File: src/rtl/rlq_pkg.sv
package rlq_pkg;
  typedef enum logic [1:0] {
    ST_IDLE = 2'd0,
    ST_SCAN = 2'd1,
    ST_FIN  = 2'd2
  } scan_state_e;
endpackage

File: src/rtl/rlq_run_tracker.sv
module rlq_run_tracker #(
  parameter int MASK_W = 64,
  parameter int IDX_W  = $clog2(MASK_W),
  parameter int LEN_W  = IDX_W + 1
) (
  input  logic             clk_i,
  input  logic             rst_ni,
  input  logic             clr_i,
  input  logic             en_i,
  input  logic             bit_i,
  input  logic [IDX_W-1:0] idx_i,
  output logic [IDX_W-1:0] best_start_o,
  output logic [LEN_W-1:0] best_len_o
);
  logic [LEN_W-1:0] cur_len_q, best_len_q, next_len;
  logic [IDX_W-1:0] cur_start_q, best_start_q;

  assign next_len = cur_len_q + LEN_W'(1);

  always_ff @(posedge clk_i or negedge rst_ni) begin
    if (!rst_ni) begin
      cur_len_q    <= '0;
      cur_start_q  <= '0;
      best_len_q   <= '0;
      best_start_q <= '0;
    end else if (clr_i) begin
      cur_len_q    <= '0;
      cur_start_q  <= '0;
      best_len_q   <= '0;
      best_start_q <= '0;
    end else if (en_i) begin
      if (bit_i) begin
        cur_len_q <= next_len;
        if (cur_len_q == '0) cur_start_q <= idx_i;
        // strict compare keeps the lower-index run on a tie
        if (next_len > best_len_q) begin
          best_len_q   <= next_len;
          best_start_q <= (cur_len_q == '0) ? idx_i : cur_start_q;
        end
      end else begin
        cur_len_q <= '0;
      end
    end
  end

  assign best_start_o = best_start_q;
  assign best_len_o   = best_len_q;

  assert_len_monotonic_R4: assert property (@(posedge clk_i) disable iff (!rst_ni)
    (en_i && !clr_i) |=> (best_len_q >= $past(best_len_q)));

  assert_window_fits_R4: assert property (@(posedge clk_i) disable iff (!rst_ni)
    ((LEN_W+1)'(best_start_q) + (LEN_W+1)'(best_len_q)) <= (LEN_W+1)'(MASK_W));
endmodule

File: src/rtl/rlq_span_stats.sv
module rlq_span_stats #(
  parameter int MASK_W = 64,
  parameter int IDX_W  = $clog2(MASK_W),
  parameter int LEN_W  = IDX_W + 1
) (
  input  logic             clk_i,
  input  logic             rst_ni,
  input  logic             clr_i,
  input  logic             en_i,
  input  logic             bit_i,
  input  logic [IDX_W-1:0] idx_i,
  output logic             any_o,
  output logic [IDX_W-1:0] lo_o,
  output logic [IDX_W-1:0] hi_o,
  output logic [LEN_W-1:0] pop_o
);
  logic             any_q;
  logic [IDX_W-1:0] lo_q, hi_q;
  logic [LEN_W-1:0] pop_q;

  always_ff @(posedge clk_i or negedge rst_ni) begin
    if (!rst_ni) begin
      any_q <= 1'b0;
      lo_q  <= '0;
      hi_q  <= '0;
      pop_q <= '0;
    end else if (clr_i) begin
      any_q <= 1'b0;
      lo_q  <= '0;
      hi_q  <= '0;
      pop_q <= '0;
    end else if (en_i && bit_i) begin
      any_q <= 1'b1;
      if (!any_q) lo_q <= idx_i;
      hi_q  <= idx_i;
      pop_q <= pop_q + LEN_W'(1);
    end
  end

  assign any_o = any_q;
  assign lo_o  = lo_q;
  assign hi_o  = hi_q;
  assign pop_o = pop_q;

  assert_pop_in_span_R7: assert property (@(posedge clk_i) disable iff (!rst_ni)
    any_q |-> (pop_q <= (LEN_W'(hi_q) - LEN_W'(lo_q) + LEN_W'(1))));

  assert_lo_not_above_hi_R7: assert property (@(posedge clk_i) disable iff (!rst_ni)
    any_q |-> (lo_q <= hi_q));
endmodule

File: src/rtl/rlq_score_calc.sv
module rlq_score_calc #(
  parameter int MASK_W     = 64,
  parameter int IDX_W      = $clog2(MASK_W),
  parameter int LEN_W      = IDX_W + 1,
  parameter int RANGE_BITS = 6,
  parameter int SCORE_W    = 8,
  parameter int NARROW_MIN = 4,
  parameter int LIMIT_G0   = 7,
  parameter int LIMIT_G1   = 5,
  parameter int W_BLANK    = 100,
  parameter int W_NARROW   = 6,
  parameter int W_BUBBLE   = 11,
  parameter int W_LONG     = 12,
  parameter int W_TRAIL    = 5
) (
  input  logic                  any_i,
  input  logic [LEN_W-1:0]      best_len_i,
  input  logic [IDX_W-1:0]      lo_i,
  input  logic [IDX_W-1:0]      hi_i,
  input  logic [LEN_W-1:0]      pop_i,
  input  logic                  gen_sel_i,
  output logic [RANGE_BITS-1:0] width_o,
  output logic [SCORE_W-1:0]    score_o
);
  localparam int RANGE_MAX = (1 << RANGE_BITS) - 1;
  localparam int SCORE_MAX = (1 << SCORE_W) - 1;
  localparam int ACC_W     = SCORE_W + LEN_W + 4;

  logic [RANGE_BITS-1:0] width;
  logic [LEN_W-1:0]      bubbles;
  logic [ACC_W-1:0]      acc, lim, wid_a;

  always_comb begin
    if (best_len_i > LEN_W'(RANGE_MAX)) width = RANGE_BITS'(RANGE_MAX);
    else                                width = RANGE_BITS'(best_len_i);
  end

  assign bubbles = any_i ? (LEN_W'(hi_i) - LEN_W'(lo_i) + LEN_W'(1) - pop_i) : '0;
  assign lim     = gen_sel_i ? ACC_W'(LIMIT_G1) : ACC_W'(LIMIT_G0);
  assign wid_a   = ACC_W'(width);

  always_comb begin
    acc = '0;
    if (!any_i) begin
      acc = ACC_W'(W_BLANK);
    end else begin
      if (wid_a < ACC_W'(NARROW_MIN))
        acc = acc + ACC_W'(W_NARROW) * (ACC_W'(NARROW_MIN) - wid_a);
      acc = acc + ACC_W'(W_BUBBLE) * ACC_W'(bubbles);
      if (wid_a > lim) begin
        acc = acc + ACC_W'(W_LONG);
        if (bubbles == '0) acc = acc + ACC_W'(W_TRAIL) * (wid_a - lim);
      end
    end
  end

  assign width_o = width;
  assign score_o = (acc > ACC_W'(SCORE_MAX)) ? SCORE_W'(SCORE_MAX) : SCORE_W'(acc);
endmodule

File: src/rtl/rl_window_scorer.sv
module rl_window_scorer
  import rlq_pkg::*;
#(
  parameter int MASK_W     = 64,
  parameter int RANGE_BITS = 6,
  parameter int SCORE_W    = 8,
  parameter int NARROW_MIN = 4,
  parameter int LIMIT_G0   = 7,
  parameter int LIMIT_G1   = 5,
  parameter int W_BLANK    = 100,
  parameter int W_NARROW   = 6,
  parameter int W_BUBBLE   = 11,
  parameter int W_LONG     = 12,
  parameter int W_TRAIL    = 5
) (
  input  logic                     clk_i,
  input  logic                     rst_ni,
  input  logic                     start_i,
  input  logic [MASK_W-1:0]        mask_i,
  input  logic                     gen_sel_i,
  output logic                     busy_o,
  output logic                     done_o,
  output logic [$clog2(MASK_W)-1:0] win_start_o,
  output logic [RANGE_BITS-1:0]    win_width_o,
  output logic [SCORE_W-1:0]       score_o
);
  localparam int IDX_W = $clog2(MASK_W);
  localparam int LEN_W = IDX_W + 1;
  localparam logic [IDX_W-1:0] LAST_IDX = IDX_W'(MASK_W - 1);

  scan_state_e          state_q;
  logic [IDX_W-1:0]     cnt_q;
  logic [MASK_W-1:0]    mask_q;
  logic                 gen_q, done_q;
  logic [IDX_W-1:0]     start_q;
  logic [RANGE_BITS-1:0] width_q;
  logic [SCORE_W-1:0]   score_q;

  logic                 clr, en;
  logic [IDX_W-1:0]     best_start, lo, hi;
  logic [LEN_W-1:0]     best_len, pop;
  logic                 any;
  logic [RANGE_BITS-1:0] calc_width;
  logic [SCORE_W-1:0]   calc_score;

  assign clr = (state_q == ST_IDLE) && start_i;
  assign en  = (state_q == ST_SCAN);

  always_ff @(posedge clk_i or negedge rst_ni) begin
    if (!rst_ni) begin
      state_q <= ST_IDLE;
      cnt_q   <= '0;
      mask_q  <= '0;
      gen_q   <= 1'b0;
      done_q  <= 1'b0;
      start_q <= '0;
      width_q <= '0;
      score_q <= '0;
    end else begin
      done_q <= 1'b0;
      unique case (state_q)
        ST_IDLE: if (start_i) begin
          mask_q  <= mask_i;
          gen_q   <= gen_sel_i;
          cnt_q   <= '0;
          state_q <= ST_SCAN;
        end
        ST_SCAN: begin
          // shift keeps the tap select a single flop instead of a wide mux
          mask_q <= mask_q >> 1;
          cnt_q  <= cnt_q + IDX_W'(1);
          if (cnt_q == LAST_IDX) state_q <= ST_FIN;
        end
        ST_FIN: begin
          start_q <= best_start;
          width_q <= calc_width;
          score_q <= calc_score;
          done_q  <= 1'b1;
          state_q <= ST_IDLE;
        end
        default: state_q <= ST_IDLE;
      endcase
    end
  end

  rlq_run_tracker #(.MASK_W(MASK_W), .IDX_W(IDX_W), .LEN_W(LEN_W)) u_run (
    .clk_i, .rst_ni, .clr_i(clr), .en_i(en), .bit_i(mask_q[0]), .idx_i(cnt_q),
    .best_start_o(best_start), .best_len_o(best_len)
  );

  rlq_span_stats #(.MASK_W(MASK_W), .IDX_W(IDX_W), .LEN_W(LEN_W)) u_span (
    .clk_i, .rst_ni, .clr_i(clr), .en_i(en), .bit_i(mask_q[0]), .idx_i(cnt_q),
    .any_o(any), .lo_o(lo), .hi_o(hi), .pop_o(pop)
  );

  rlq_score_calc #(
    .MASK_W(MASK_W), .IDX_W(IDX_W), .LEN_W(LEN_W), .RANGE_BITS(RANGE_BITS),
    .SCORE_W(SCORE_W), .NARROW_MIN(NARROW_MIN), .LIMIT_G0(LIMIT_G0),
    .LIMIT_G1(LIMIT_G1), .W_BLANK(W_BLANK), .W_NARROW(W_NARROW),
    .W_BUBBLE(W_BUBBLE), .W_LONG(W_LONG), .W_TRAIL(W_TRAIL)
  ) u_calc (
    .any_i(any), .best_len_i(best_len), .lo_i(lo), .hi_i(hi), .pop_i(pop),
    .gen_sel_i(gen_q), .width_o(calc_width), .score_o(calc_score)
  );

  assign busy_o      = (state_q != ST_IDLE);
  assign done_o      = done_q;
  assign win_start_o = start_q;
  assign win_width_o = width_q;
  assign score_o     = score_q;

  assert_done_pulse_R2: assert property (@(posedge clk_i) disable iff (!rst_ni)
    done_o |=> !done_o);

  assert_done_after_busy_R2: assert property (@(posedge clk_i) disable iff (!rst_ni)
    $rose(done_o) |-> $past(busy_o));

  assert_busy_start_ignored_R3: assert property (@(posedge clk_i) disable iff (!rst_ni)
    (state_q == ST_SCAN && cnt_q != LAST_IDX && start_i)
      |=> (state_q == ST_SCAN && cnt_q == $past(cnt_q) + IDX_W'(1)));

  assert_blank_score_R5: assert property (@(posedge clk_i) disable iff (!rst_ni)
    (done_o && win_width_o == '0) |-> (score_o == SCORE_W'(W_BLANK) && win_start_o == '0));

  assert_narrow_floor_R6: assert property (@(posedge clk_i) disable iff (!rst_ni)
    (done_o && win_width_o != '0 && win_width_o < RANGE_BITS'(NARROW_MIN))
      |-> (score_o >= SCORE_W'(W_NARROW * NARROW_MIN) - SCORE_W'(W_NARROW) * SCORE_W'(win_width_o)));
endmodule

File: config.mk
export PLATFORM = sky130hd
export DESIGN_NAME = rl_window_scorer
export DESIGN_NICKNAME = d
export VERILOG_FILES = /design/src/rtl/rlq_pkg.sv /design/src/rtl/rlq_run_tracker.sv /design/src/rtl/rlq_span_stats.sv /design/src/rtl/rlq_score_calc.sv /design/src/rtl/rl_window_scorer.sv
export SDC_FILE = /design/constraint.sdc
export NUM_CORES = 1
export LEC_CHECK = 0
export BUFFER_PORTS_ARGS = -buffer_cell sky130_fd_sc_hd__buf_2
export CAP_MARGIN = 20
export CORE_MARGIN = 2
export CORE_UTILIZATION = 45
export DETAILED_ROUTE_END_ITERATION = 6
export GPL_TIMING_DRIVEN = 0
export PLACE_DENSITY = 0.65
export SKIP_LAST_GASP = 1
export SYNTH_ARGS = -nofsm -noshare
export SYNTH_HDL_FRONTEND = slang
export SYNTH_HIERARCHICAL = 1
export SYNTH_SLANG_ARGS = --single-unit
File: constraint.sdc
create_clock -name clk_i -period 9.1 [get_ports clk_i]
set_input_delay 1.365 -clock clk_i [delete_from_list [all_inputs] [get_ports clk_i]]
set_output_delay 1.365 -clock clk_i [all_outputs]
set_load 0.01 [all_outputs]
# Word-level counts from Yosys, hierarchy flattened

Index checks and enable logic that the tools add are counted.

Register bits: 140
Bits of input ports: 68
Output and inout bits: 22
Logic and storage cells: 99

Add/sub/neg operators: 11
Multiply operators: 3
Order comparisons: 5
Eq/ne operators: 6
Muxes and demuxes: 41
Reduce and logical (&&, ||, !) cells: 17

Operators with widths:

| kind                                                | number |
|---|---|
| one-hot mux 64 bit (2 select lines)                 | 1 |
| 2-to-1 mux 19 bit                                   | 5 |
| 2-to-1 mux 6 bit                                    | 15 |
| 2-to-1 mux 7 bit                                    | 10 |
| 2-to-1 mux 64 bit                                   | 1 |
| adder 7 x 1 -> 7 bit, second input constant         | 3 |
| adder 19 x 11 -> 19 bit                             | 1 |
| adder 19 bit                                        | 1 |
| adder 19 x 4 -> 19 bit, second input constant       | 1 |
| > comparator 19 x 8 -> 1 bit, second input constant | 1 |
| > comparator 6 x 19 -> 1 bit                        | 1 |
| multiplier 2 x 19 -> 18 bit, first input constant   | 1 |
| multiplier 3 x 19 -> 19 bit, first input constant   | 1 |
| subtractor 6 x 19 -> 19 bit                         | 1 |
| logical NOT 7 bit                                   | 2 |
| one-hot mux 6 bit (2 select lines)                  | 1 |
| nonzero test 2 bit                                  | 6 |
| multiplier 4 x 7 -> 11 bit, first input constant    | 1 |
| AND reduction 2 bit                                 | 5 |
| 2-to-1 mux 8 bit                                    | 1 |
| > comparator 7 x 6 -> 1 bit, second input constant  | 1 |
| > comparator 7 bit                                  | 1 |
| subtractor 3 x 6 -> 7 bit, first input constant     | 1 |
| subtractor 6 x 6 -> 7 bit                           | 1 |
| other kinds (13)                                    | 20 |

# Longest topological paths before layout

Depth after elaboration: 14
Mapped depth: 34
Mapped depth without buffers: 33

# By module

The synthesis kept the hierarchy.

Modules (own cells, without submodules):

| module           | times used | cells an instance | area each (um2) | sequential area each (um2) |
|---|---|---|---|---|
| rlq_score_calc   | 1          | 542               | 4023.9          | 0.0 |
| rl_window_scorer | 1          | 361               | 3911.3          | 2352.3 |
| rlq_run_tracker  | 1          | 164               | 1657.8          | 650.6 |
| rlq_span_stats   | 1          | 84                | 850.8           | 500.5 |

# Least setup slack after synthesis

No wires, ideal clock.

Kind: register to register
Start: register u_span.pop_q[2], in the netlist u_span/pop_o[2]
End: register score_q[2], in the netlist score_o[2]
Library setup time: 125 ps
Data arrival time: 8313 ps
Required time: 8975 ps
Slack: 662 ps
Stages on the path, launching flop included: 34
Path buffers: 1
Period minus slack after synthesis: 8438 ps
Cell sequence: dfrtp_1 inv_1 fa_1 ha_1 ha_1 a211oi_1 nor3b_1 o22ai_1 mux2i_1 inv_1 ha_1 ha_1 inv_1 fa_1 inv_1 ha_1 and3_4 a221oi_2 mux2i_1 or2_4 or3_4 xnor2_1 ha_1 and3_1 clkbuf_2 and3_1 nand4_1 or3_1 nor4b_1 a2111oi_0 nand4_1 o31ai_4 o21ai_0 mux2_2

Word-level cells in the longest chain between the ends: 11
Elaborated cells between the ends (all ways): 12
Classes of those cells: add/sub: 4; mul: 1; order compare: 1; mux: 5; reduce/logical: 1

RTL lines:

| element                      | line                   | text |
|---|---|---|
| start: declaration           | rlq_span_stats.sv:19   | `logic [LEN_W-1:0] pop_q;` |
| start signal: assignment     | rlq_span_stats.sv:36   | `pop_q <= pop_q + LEN_W'(1);` |
| subtractor 7 bit *           | rlq_score_calc.sv:38   | `assign bubbles = any_i ? (LEN_W'(hi_i) - LEN_W'(lo_i) + LEN_W'(1) - pop_i) : '0;` |
| 2-to-1 mux 7 bit *           | rlq_score_calc.sv:38   |  |
| multiplier 4 x 7 -> 11 bit   | rlq_score_calc.sv:49   | `acc = acc + ACC_W'(W_BUBBLE) * ACC_W'(bubbles);` |
| adder 19 x 11 -> 19 bit      | rlq_score_calc.sv:49   |  |
| adder 19 x 4 -> 19 bit       | rlq_score_calc.sv:51   | `acc = acc + ACC_W'(W_LONG);` |
| adder 19 bit                 | rlq_score_calc.sv:52   | `if (bubbles == '0) acc = acc + ACC_W'(W_TRAIL) * (wid_a - lim);` |
| 2-to-1 mux 19 bit            | rlq_score_calc.sv:52   |  |
| 2-to-1 mux 19 bit *          | rlq_score_calc.sv:50   | `if (wid_a > lim) begin` |
| 2-to-1 mux 19 bit *          | rlq_score_calc.sv:44   | `if (!any_i) begin` |
| > comparator 19 x 8 -> 1 bit | rlq_score_calc.sv:58   | `assign score_o = (acc > ACC_W'(SCORE_MAX)) ? SCORE_W'(SCORE_MAX) : SCORE_W'(acc);` |
| 2-to-1 mux 8 bit *           | rlq_score_calc.sv:58   |  |
| net calc_score[2]            | rl_window_scorer.sv:44 | `logic [SCORE_W-1:0] calc_score;` |
| end signal: assignment       | rl_window_scorer.sv:77 | `score_q <= calc_score;` |
| end: declaration             | rl_window_scorer.sv:37 | `logic [SCORE_W-1:0] score_q;` |

The timed path passes the listed nets; every way through them passes the cells marked *.
A chain may end at the register's enable or synchronous reset.

# Worst setup path in the final report

Start: register u_span.pop_q[2], in the netlist u_span/pop_o[2]
End: register score_q[1], in the netlist score_o[1]

Same word-level chain as after synthesis.

==> metrics.txt <==
outcome=finished clean; width of the die=156.3 um; Max-slew headroom=0.4063; sequential element share of the synthesized area=0.3354; Worst-Skew Late Latency=0.42 ns; YS warnings=6; vias in the first global route=8347; Final Cycle Share=0.9631; kind of critical path=reg -> reg; Most Frequent Cell on Critical Path=ha_1; area of the die=0.02444 mm^2; Overflow after GRT=0; Die Ht=156.3 um; Synth Flop Type=dfrtp_1; io pins=90; TritonCTS buffer count=17; setup violators final=0; Placement Cell Area=0.01129 mm^2; asr flop ratio synth=1.000; final hold vios=0; synthesized flop and latch total=140; worst-path maximum fanout=9; CP Launch Type=flop; Post-Synthesis Cell Area=0.01044 mm^2; WP data required=9.41 ns; EDFF count, synth=0; ant diodes=0; fin crit period=8.765 ns; Max Clock Skew=0.01618 ns; clk sink count=140; CP startpoint=u_span/pop_o[2]$_DFFE_PN0P_; hold crit path type=reg -> reg; Core ar.=0.02271 mm^2; Row Count=55; Pre-antenna DRT Iters=5; RR Startpoint=u_span/pop_o[2]$_DFFE_PN0P_; drt total wl=24370 um; initial antenna violation count=0; CTS tree=yes; global-route wire length before repair=40610 um; hold path start=win_start_o[4]$_DFFE_PN0P_; drt drc=0; largest net degree at the start of global routing=75; initial core utilization=0.4599; Max Slew Vio Count=0; Netlist cell types=88; Iter 0 DRT Violations=693; final core utilization=0.5378; Hold Slack=0.5034 ns; GRT Total Usage=0.2044; Crit path arrival time=9.07 ns; FMAX=0.1141 GHz; Clock transition at path regs=0.06 ns; fraction of layout cells with a size suffix above 1=0.2014; port buffer count=89; max_cap viols=0; Clock Tree Buf Depth=2; crit path capture type=flop; number of vias per cell=5.420; synthesis-to-layout area growth=16.94%; max incr delay on CP=0.53 ns; actual slew at the worst max-slew pin=0.8824 ns; fin area=0.01221 mm^2; Mean Syn Cell Area=9.074 um^2; post-detail-place hpwl=18310 um; Antenna Violating Nets Remaining=0; fin nets=1449; DR WL/cell=15.46 um; Synth Instances=1151; slowest CP cell=fa_1; via count=8542; gpl congestion=0.8462; H-tree Lvls=4; Root Buffer=clkbuf_16
## metrics by stage
step           setup WS [ns]   TNS, ns  cells
2_1_floorplan         0.6621         0   1155
3_3_place_gp         -0.5562    -3.417   1529
3_5_place_dp         -0.5989    -3.828   1530
4_1_cts              0.05062         0   1569
5_1_grt             -0.01408  -0.03471   1576
6_report              0.3354         0   1576
## metal layers
metal,GRT usage,share of wire,vias to the layer above
met5,0,0,-
met4,0.06553,0.020,0
met3,0.04320,0.046,32
met2,0.3335,0.47,165
met1,0.2721,0.46,4044
li1,-,-,4301
## placed cells by master (no fill, tap or decap), types with 8 or more instances in the layout
| cell | instances |
|---|---|
| nand3_1 | 25 |
| o22ai_1 | 64 |
| mux2_2 | 23 |
| a21oi_1 | 108 |
| fa_1 | 20 |
| mux2i_1 | 32 |
| dfrtp_1 | 139 |
| and3_1 | 8 |
| o21ai_1 | 11 |
| nor3_1 | 27 |
| o21a_1 | 11 |
| xnor2_1 | 28 |
| buf_6 | 14 |
| inv_1 | 149 |
| xor2_1 | 15 |
| or3_1 | 10 |
| nand4_1 | 10 |
| nor2b_1 | 9 |
| or2_2 | 9 |
| clkbuf_1 | 17 |
| nand2_1 | 49 |
| a21o_1 | 8 |
| clkbuf_16 | 17 |
| o21bai_1 | 10 |
| buf_4 | 18 |
| a21boi_0 | 9 |
| o21ai_0 | 38 |
| nor2_1 | 64 |
| nand2b_1 | 24 |
| buf_2 | 103 |
| ha_1 | 78 |
## final timing paths
kind | endpoint | slack (ns) | cells past startpoint
max in group asynchronous | u_span/pop_o[1]$_DFFE_PN0P_ | 7.35 | 2
worst max-delay path | score_o[1]$_DFFE_PN0P_ | 0.34 | 32
worst max register to register | score_o[1]$_DFFE_PN0P_ | 0.34 | 32
min in group asynchronous | u_run/best_len_o[5]$_DFFE_PN0P_ | 0.94 | 1
worst min-delay path | win_start_o[4]$_DFFE_PN0P_ | 0.50 | 1
worst min register to register | win_start_o[4]$_DFFE_PN0P_ | 0.50 | 1
## registers in the layout (all words and copies together) (netlist names), 7 cells and up
name / count
mask_q: 64
u_run/cur_len_q: 7
u_run/best_len_o: 7
score_o: 8
u_span/pop_o: 7
## layout make-up
type | instances | area (um^2)
Clock buffer | 17 | 425.4
Buffer | 48 | 304.0
Tap cell | 285 | 356.6
Multi-Input combinational cell | 816 | 6291
Timing Repair Buffer | 105 | 595.6
Clock inverter | 15 | 172.7
Inverter | 150 | 563.0
Fill cell | 2090 | 10500
Sequential cell | 140 | 3505
## synthesized netlist by cell type (3+ instances only)
cell,number,area (um^2)
o31ai_1,3,22.52
nor2_1,66,247.7
o22ai_1,65,406.6
a211oi_1,9,67.56
inv_1,150,563.0
a21oi_1,108,540.5
nand2_1,49,183.9
nand3_1,25,125.1
dfrtp_1,140,3503
mux2_2,23,259.0
a21boi_0,9,67.56
nor3_1,28,140.1
fa_1,21,420.4
or3_1,10,62.56
o21bai_1,11,82.58
a211oi_2,3,37.54
and3_1,9,56.30
o21ai_0,41,205.2
nand4_1,10,62.56
ha_1,82,1026
clkbuf_1,18,67.56
nor3b_1,4,30.03
buf_6,12,135.1
mux2i_1,34,340.3
and3_2,3,22.52
or2_2,9,56.30
a22oi_1,5,37.54
nor2b_1,9,56.30
buf_4,3,22.52
and2_1,7,43.79
o21a_1,11,82.58
nor4_1,4,25.02
xnor2_1,30,262.8
o2111ai_1,4,35.03
xor2_1,16,140.1
nand2b_1,24,150.1
a21o_1,8,60.06
o21ai_1,9,45.04
o211ai_1,4,30.03
buf_2,15,75.07
## repair_timing
| item | 4_1_cts | 5_1_grt |
|---|---|---|
| pin swaps | 5 | 12 |
| endpoints found under the setup margin | 8 | 8 |
| cloned | 0 | 0 |
| setup buffers | 7 | 7 |
| hold buffers | 0 | 0 |
| gates resized for setup | 8 | 37 |
## worst max-delay path, delay by kind of cell, from the launching register on
kind                     cells  cell delay, ns
multiplexers                 2            0.41
AND/OR/NAND/NOR             11            2.52
buffers and inverters        5            0.65
flip-flops                   1            0.42
XOR/XNOR                     1            0.14
adder cells (fa/ha/maj)      8            2.87
AO/OA/AOI/OAI                5            1.60
## cell families (layout without fill, tap and decap cells)
| family | after synthesis | count (layout) | synth area share |
|---|---|---|---|
| multiplexers | 60 | 60 | 0.06134 |
| XOR/XNOR | 46 | 46 | 0.03858 |
| other | 2 | 6 | 0.0007191 |
| AND/OR/NAND/NOR | 277 | 277 | 0.1421 |
| buffers and inverters | 199 | 335 | 0.08314 |
| flip-flops | 140 | 140 | 0.3354 |
| AO/OA/AOI/OAI | 323 | 323 | 0.1992 |
| adder cells (fa/ha/maj) | 104 | 104 | 0.1395 |
Power is not shown: default switching activity piles up to over one toggle a cycle in this logic, so the estimate is an artifact.
